<file path="src/rtl/nor_pe_pkg.sv">
package nor_pe_pkg;

    typedef enum logic [2:0] {
        CMD_NONE       = 3'd0,
        CMD_WREN       = 3'd1,
        CMD_DIE_ERASE  = 3'd2,
        CMD_PROGRAM    = 3'd3,
        CMD_SUSPEND    = 3'd4,
        CMD_RESUME     = 3'd5,
        CMD_READ_FLAGS = 3'd6
    } pe_cmd_e;

    typedef enum logic [2:0] {
        ST_IDLE,
        ST_BUSY,
        ST_SUSP_PEND,
        ST_SUSP_SHOWN,
        ST_SUSPENDED
    } pe_state_e;

    typedef enum logic {
        OP_PROGRAM,
        OP_ERASE
    } pe_op_e;

    localparam int FB_READY      = 7;
    localparam int FB_ERASE_SUSP = 6;
    localparam int FB_ERASE_ERR  = 5;
    localparam int FB_PROG_SUSP  = 2;
    localparam int FB_PROT_ERR   = 1;

    localparam logic [7:0] FLAGS_RESET = 8'h80;

    typedef struct packed {
        logic [7:0] set;
        logic [7:0] clr;
    } flag_upd_t;

    function automatic logic [7:0] bit_mask(input int pos);
        return 8'(1) << pos;
    endfunction

    function automatic logic [7:0] suspend_mask(input pe_op_e op);
        return (op == OP_ERASE) ? bit_mask(FB_ERASE_SUSP) : bit_mask(FB_PROG_SUSP);
    endfunction

endpackage

</file>
<file path="src/rtl/pe_countdown.sv">
module pe_countdown #(
    parameter int W = 8
) (
    input  logic         clk,
    input  logic         rst,
    input  logic         load,
    input  logic [W-1:0] load_val,
    input  logic         run,
    output logic         zero
);
    logic [W-1:0] cnt;

    always_ff @(posedge clk) begin
        if (rst)
            cnt <= '0;
        else if (load)
            cnt <= load_val;
        else if (run && cnt != '0)
            cnt <= cnt - W'(1);
    end

    assign zero = (cnt == '0);

    // a counter that reached zero never wraps while running
    p_hold_at_zero_r8: assert property (@(posedge clk) disable iff (rst)
        (!load && run && zero) |=> zero);

endmodule

</file>
<file path="src/rtl/pe_lock_check.sv">
module pe_lock_check #(
    parameter int NUM_SECTORS = 16,
    parameter int GROUP       = 4
) (
    input  logic [NUM_SECTORS-1:0] sector_lock,
    output logic                   any_locked
);
    localparam int NG  = (NUM_SECTORS + GROUP - 1) / GROUP;
    localparam int PAD = NG * GROUP;

    logic [PAD-1:0] padded;
    logic [NG-1:0]  grp_hit;

    assign padded = PAD'(sector_lock);

    for (genvar g = 0; g < NG; g++) begin : g_grp
        assign grp_hit[g] = |padded[g*GROUP +: GROUP];
    end

    assign any_locked = |grp_hit;

endmodule

</file>
<file path="src/rtl/pe_flag_reg.sv">
module pe_flag_reg
    import nor_pe_pkg::*;
(
    input  logic      clk,
    input  logic      rst,
    input  flag_upd_t upd,
    output logic [7:0] flags
);
    always_ff @(posedge clk) begin
        if (rst)
            flags <= FLAGS_RESET;
        else
            flags <= (flags & ~upd.clr) | upd.set;
    end

    // a single update never both sets and clears the same bit
    p_masks_disjoint_r10: assert property (@(posedge clk) disable iff (rst)
        (upd.set & upd.clr) == 8'h00);

    // error bits are sticky once set
    p_sticky_err_r10: assert property (@(posedge clk) disable iff (rst)
        (!$past(rst) && $past(flags[FB_ERASE_ERR]) && $past(flags[FB_PROT_ERR]))
        |-> (flags[FB_ERASE_ERR] && flags[FB_PROT_ERR]));

endmodule

</file>
<file path="src/rtl/nor_pe_status_ctrl.sv">
module nor_pe_status_ctrl
    import nor_pe_pkg::*;
#(
    parameter int NUM_SECTORS  = 512,
    parameter int ERASE_CYCLES = 4096,
    parameter int PROG_CYCLES  = 256,
    parameter int SUSP_LATENCY = 16
) (
    input  logic                   clk,
    input  logic                   rst,
    input  logic                   cmd_valid,
    input  logic [2:0]             cmd_code,
    input  logic [NUM_SECTORS-1:0] sector_lock,
    output logic                   wel,
    output logic [7:0]             flag_status,
    output logic                   busy,
    output logic                   suspended
);
    localparam int MAX_DUR = (ERASE_CYCLES > PROG_CYCLES) ? ERASE_CYCLES : PROG_CYCLES;
    localparam int OP_W    = (MAX_DUR > 1) ? $clog2(MAX_DUR) : 1;
    localparam int LAT_W   = (SUSP_LATENCY > 1) ? $clog2(SUSP_LATENCY) : 1;
    localparam logic [OP_W-1:0]  ERASE_LD = OP_W'(ERASE_CYCLES - 1);
    localparam logic [OP_W-1:0]  PROG_LD  = OP_W'(PROG_CYCLES - 1);
    localparam logic [LAT_W-1:0] LAT_LD   = LAT_W'(SUSP_LATENCY - 1);

    pe_cmd_e   cmd;
    pe_state_e st, st_n;
    pe_op_e    op, op_n;
    logic      wel_n;
    flag_upd_t upd;
    logic      any_locked;
    logic      op_load, op_run, op_zero;
    logic [OP_W-1:0] op_val;
    logic      lat_load, lat_run, lat_zero;

    assign cmd = cmd_valid ? pe_cmd_e'(cmd_code) : CMD_NONE;

    pe_lock_check #(.NUM_SECTORS(NUM_SECTORS)) u_lock (
        .sector_lock (sector_lock),
        .any_locked  (any_locked)
    );

    pe_countdown #(.W(OP_W)) u_op_timer (
        .clk      (clk),
        .rst      (rst),
        .load     (op_load),
        .load_val (op_val),
        .run      (op_run),
        .zero     (op_zero)
    );

    pe_countdown #(.W(LAT_W)) u_lat_timer (
        .clk      (clk),
        .rst      (rst),
        .load     (lat_load),
        .load_val (LAT_LD),
        .run      (lat_run),
        .zero     (lat_zero)
    );

    pe_flag_reg u_flags (
        .clk   (clk),
        .rst   (rst),
        .upd   (upd),
        .flags (flag_status)
    );

    always_comb begin
        st_n     = st;
        op_n     = op;
        wel_n    = wel;
        upd      = '0;
        op_load  = 1'b0;
        op_val   = PROG_LD;
        op_run   = 1'b0;
        lat_load = 1'b0;
        lat_run  = 1'b0;
        unique case (st)
            ST_IDLE: begin
                unique case (cmd)
                    CMD_WREN: wel_n = 1'b1;
                    CMD_DIE_ERASE: begin
                        if (wel) begin
                            if (any_locked) begin
                                upd.set = bit_mask(FB_PROT_ERR) | bit_mask(FB_ERASE_ERR);
                            end else begin
                                st_n    = ST_BUSY;
                                op_n    = OP_ERASE;
                                op_load = 1'b1;
                                op_val  = ERASE_LD;
                                upd.clr = bit_mask(FB_READY);
                            end
                        end
                    end
                    CMD_PROGRAM: begin
                        if (wel) begin
                            st_n    = ST_BUSY;
                            op_n    = OP_PROGRAM;
                            op_load = 1'b1;
                            op_val  = PROG_LD;
                            upd.clr = bit_mask(FB_READY);
                        end
                    end
                    default: ;
                endcase
            end
            ST_BUSY: begin
                if (op_zero) begin
                    st_n    = ST_IDLE;
                    wel_n   = 1'b0;
                    upd.set = bit_mask(FB_READY);
                end else if (cmd == CMD_SUSPEND) begin
                    st_n     = ST_SUSP_PEND;
                    lat_load = 1'b1;
                    upd.set  = suspend_mask(op);
                end else begin
                    op_run = 1'b1;
                end
            end
            ST_SUSP_PEND: begin
                if (lat_zero) begin
                    st_n    = ST_SUSP_SHOWN;
                    upd.set = bit_mask(FB_READY);
                end else begin
                    lat_run = 1'b1;
                end
            end
            ST_SUSP_SHOWN: begin
                if (cmd == CMD_READ_FLAGS && flag_status[FB_READY])
                    st_n = ST_SUSPENDED;
            end
            ST_SUSPENDED: begin
                if (cmd == CMD_RESUME) begin
                    st_n    = ST_BUSY;
                    upd.clr = suspend_mask(op) | bit_mask(FB_READY);
                end
            end
            default: st_n = ST_IDLE;
        endcase
    end

    always_ff @(posedge clk) begin
        if (rst) begin
            st  <= ST_IDLE;
            op  <= OP_PROGRAM;
            wel <= 1'b0;
        end else begin
            st  <= st_n;
            op  <= op_n;
            wel <= wel_n;
        end
    end

    assign busy      = (st == ST_BUSY);
    assign suspended = (st == ST_SUSPENDED);

    // a refused erase keeps the latch set and raises both error bits
    p_reject_keeps_wel_r3: assert property (@(posedge clk) disable iff (rst)
        (st == ST_IDLE && cmd == CMD_DIE_ERASE && wel && any_locked)
        |=> (wel && flag_status[FB_PROT_ERR] && flag_status[FB_ERASE_ERR] && !busy));

    // ready bit is low whenever a countdown runs
    p_busy_not_ready_r4: assert property (@(posedge clk) disable iff (rst)
        busy |-> !flag_status[FB_READY]);

    // suspension is entered only after a status read that saw ready = 1
    p_enter_after_read_r7: assert property (@(posedge clk) disable iff (rst)
        $rose(suspended) |-> $past(cmd == CMD_READ_FLAGS && flag_status[FB_READY]));

    // suspension is left only through a resume
    p_leave_on_resume_r8: assert property (@(posedge clk) disable iff (rst)
        ($fell(suspended) && !$past(rst)) |-> $past(cmd == CMD_RESUME));

    // a suspend while idle changes nothing
    p_idle_suspend_ignored_r9: assert property (@(posedge clk) disable iff (rst)
        (st == ST_IDLE && cmd == CMD_SUSPEND) |=> ($stable(flag_status) && !suspended && !busy));

endmodule

</file>
<file path="config.mk">
export PLATFORM = sky130hd
export DESIGN_NAME = nor_pe_status_ctrl
export DESIGN_NICKNAME = d
export VERILOG_FILES = /design/src/rtl/nor_pe_pkg.sv /design/src/rtl/pe_countdown.sv /design/src/rtl/pe_lock_check.sv /design/src/rtl/pe_flag_reg.sv /design/src/rtl/nor_pe_status_ctrl.sv
export SDC_FILE = /design/constraint.sdc
export NUM_CORES = 1
export LEC_CHECK = 0
export ABC_AREA = 0
export BUFFER_PORTS_ARGS = -buffer_cell sky130_fd_sc_hd__buf_2
export CELL_PAD_IN_SITES_DETAIL_PLACEMENT = 1
export CELL_PAD_IN_SITES_GLOBAL_PLACEMENT = 1
export CORE_AREA = 8 8 199 201
export DETAILED_ROUTE_END_ITERATION = 12
export DIE_AREA = 0 0 207 209
export PLACE_DENSITY_LB_ADDON = 0.25
export SETUP_SLACK_MARGIN = 0.15
export SYNTH_ARGS = -nofsm -noshare
export SYNTH_HDL_FRONTEND = slang
export SYNTH_SLANG_ARGS = --single-unit
</file>
<file path="constraint.sdc">
create_clock -name clk -period 2.7 [get_ports clk]
set_input_delay 0.135 -clock clk [delete_from_list [all_inputs] [get_ports clk]]
set_output_delay 0.135 -clock clk [all_outputs]
set_load 0.03 [all_outputs]
</file>
==> Implementation_results.wiki <==
{| class="wikitable"
! Metric !! Value
|-
| Die outline area || 43260 µm²
|-
| Fraction of layout cells with a size suffix above 1 || 64.87%
|-
| F_max || 432.8 MHz
|-
| Sink Count || 26
|-
| Number of buffers inserted during clock tree synthesis || 3
|-
| Area added between synthesis and finish || 141.7%
|-
| Cell count after synthesis || 329
|-
| Syn. warnings || 0
|-
| Path type of the worst min-delay path || primary input to register
|-
| Number of global-route vias before repair || 6002
|-
| Rel. slew slack || 54.84%
|-
| Logic depth of the worst register-to-register path || 6
|-
| Largest incremental delay on the critical path || 0.54 ns
|-
| DRT Pass-1 Iters || 5
|-
| Leakage power summed over all cells || 2.773 nW
|-
| Detail-routed via count per cell || 3.807
|-
| Type of the worst setup path || primary input to register
|-
| Total Nets Final || 1396
|-
| ANT nets after route || 0
|-
| Dominant cells by area after synthesis || nor4_1 (36%), dfxtp_1 (21%), nand4_1 (9.7%)
|-
| RSZ-0062 raised after global routing || false
|-
| Final setup violation count || 0
|-
| Post-route clock skew || 0.004236 ns
|-
| CTS H-Tree Depth || 1
|-
| Chip width || 207 µm
|-
| Unique masters post-synth || 43
|-
| DRC errors left || 0
|-
| Count of final max-slew check failures || 0
|-
| Fillcell total || 4532
|-
| Number of cells traversed by the worst hold path || 2
|-
| Post-synth ARST share || 0%
|-
| Latest clock arrival within the worst-skew pair || 0.26 ns
|-
| Slew @ Worst Pin || 0.6712 ns
|-
| Crit path arrival time || 2.48 ns
|-
| Setup ws final || 0.3892 ns
|-
| Startpoint type of the worst setup path || primary input
|-
| Pre-CTS setup slack || -0.1952 ns
|-
| Top_reg_cell synth || dfxtp_1
|-
| Most area-hungry cell type in the Yosys netlist || nor4_1
|-
| Worst Hold Slack || 0.2300 ns
|-
| Number of antenna violations at the first check in global routing || 8
|-
| Largest net degree at the start of global routing || 19
|-
| Required time of the worst setup path || 2.87 ns
|-
| Count of flip-flops with a built-in enable after synthesis || 0
|-
| GRT Total Usage || 12.03%
|-
| FP Rows || 70
|-
| Final Routed Wirelength || 27.68 mm
|-
| IO buf count || 525
|-
| Starting density of the core || 6.732%
|-
| Run status || finished clean
|-
| Fin crit period || 2.311 ns
|-
| Max-cap violations || 0
|-
| Final global-route overflow total || 0
|-
| Area of the mapped netlist || 2441 µm²
|-
| CTS tree || yes
|-
| Library cell appearing most often on the critical path || buf_4
|-
| Clock Path Buffers || 2
|-
| Area fraction of the dominant cell type after synthesis || 35.88%
|-
| Area used by sequential logic in the layout || 520.5 µm²
|-
| Power per standard cell area || 253.3 nW/µm²
|-
| Clk root buf || clkbuf_16
|-
| Multi-input gate area || 1877 µm²
|-
| Global-route wire length before repair || 39.60 mm
|-
| HPWL after DPL || 26.42 mm
|-
| Share of synthesized area occupied by flip-flops and latches || 21.32%
|-
| Routed length per placed instance || 20.60 µm
|-
| Clock transition at the registers of the reported paths || 0.07 ns
|-
| Count of state elements after synthesis || 26
|-
| Number of top-level design ports || 529
|-
| Final weighted congestion of routability-driven global placement || 0.8644
|-
| Max stage delay cell, worst path || nor4_1
|-
| Violation count after the first detailed-route iteration || 112
|-
| Final Hold Fails || 0
|-
| Critical path fanouts, max || 9
|-
| Period utilization || 85.58%
|-
| Chip Height || 209 µm
|-
| Core Box Area || 36260 µm²
|-
| Synthesized area per cell || 7.420 µm²
|-
| Ordered list of cells on the worst path || buf_2, nor4_1, buf_4, nand4_1, nor4_1, buf_4, and4_2, a21oi_1, buf_4, o32ai_1
|-
| Maximum ir drop on the vdd rail || 0.1708 mV
|-
| Total chip power || 1.495 mW
|-
| CP Capture Type || register
|-
| Vias after detailed routing || 5116
|}
-- synthesized netlist by cell type (4+ instances only) --
cell type    n
nor4_1     140
nand4_1     38
dfxtp_1     26
nand2_1     13
a21oi_1     10
inv_1       10
nor2_1      10
o21ai_0      8
o22ai_1      7
xnor2_1      7
xor2_1       6
buf_4        4
o21bai_1     4
-- cell families after synthesis --
group,count (synthesis),share of synthesized area [%]
buf+inv,18,3.383
other cells,1,0.1536
simple gates,229,58.18
fa+ha+maj,2,1.025
xor+xnor,13,4.664
compound gates,40,11.28
flops,26,21.32
-- power breakdown --
part	internal (mW)	switching (mW)	leakage [nW]	total [mW]
clock network	0.197	0.143	0.0370	0.340
logic	0.393	0.322	2.53	0.715
registers	0.410	0.0303	0.210	0.440
total	1.00	0.495	2.77	1.49
-- path summary, 6_finish.rpt --
path	slack, ns	endpoint	from
worst max-delay path	0.39	op$_SDFFE_PP0P_	sector_lock[45]
worst min-delay path	0.23	op$_SDFFE_PP0P_	cmd_code[0]
worst max register to register	0.53	u_op_timer.cnt[10]$_SDFFE_PP0P_	st[0]$_SDFFE_PP0P_
worst min register to register	0.48	u_flags.flags[5]$_SDFF_PP0_	u_flags.flags[5]$_SDFF_PP0_
-- state kept, by name, summed over array words and instances (netlist names) --
register and flops:
u_lat_timer.cnt 4, wel 1, u_flags.flags 5, op 1
st 3, u_op_timer.cnt 12
-- area by class of cell --
type                            count  share of cell area [%]
Sequential cell                    26                   8.821
Multi-Input combinational cell    287                   31.81
Timing Repair Buffer              548                   47.46
Clock buffer                        3                   1.272
Inverter                           10                  0.6361
Tap cell                          468                   9.924
Antenna cell                        2                 0.08482
-- per-layer routing --
metal	wire length [µm]	vias to the layer above	track usage, %
met2	14710	297	23.57
met4	297	4	1.602
met1	10360	2279	12.59
met5	34	-	0
li1	-	2518	-
met3	2275	18	3.861
-- metrics by stage --
step | setup TNS, ns | utilization (%) | area [µm²] | cells
final | 0 | 16.27 | 5901 | 1344
after global routing | 0 | 16.27 | 5898 | 1343
after CTS | 0 | 16.19 | 5871 | 1342
after detailed placement | -1.884 | 15.97 | 5789 | 1339
after global placement | -0.9203 | 15.97 | 5789 | 1339
after floorplan | 0 | - | 2449 | 331
-- worst max-delay path, delay by kind of cell --
kind	cells	cell delay, ns
buffers and inverters	4	0.66
AND/OR/NAND/NOR	4	1.35
AO/OA/AOI/OAI	2	0.32
-- cell usage in the layout, fill, tap and decap left out, types with 7 or more instances in the layout --
master | Yosys | final
buf_2 | 0 | 525
nor4_1 | 140 | 135
nand4_1 | 38 | 38
dfxtp_1 | 26 | 26
buf_4 | 4 | 23
nand2_1 | 13 | 13
inv_1 | 10 | 10
nor2_1 | 10 | 10
a21oi_1 | 10 | 10
o21ai_0 | 8 | 8
xnor2_1 | 7 | 7
o22ai_1 | 7 | 7
-- timing repair --
item | in CTS | in global routing
setup buffers | 0 | 0
endpoints found under the hold margin | 0 | 0
setup endpoints to repair | 4 | 11
resized for setup | 1 | 4
hold buffers | 0 | 0
pin swaps | 0 | 0
(Power assumes the default switching activity.)
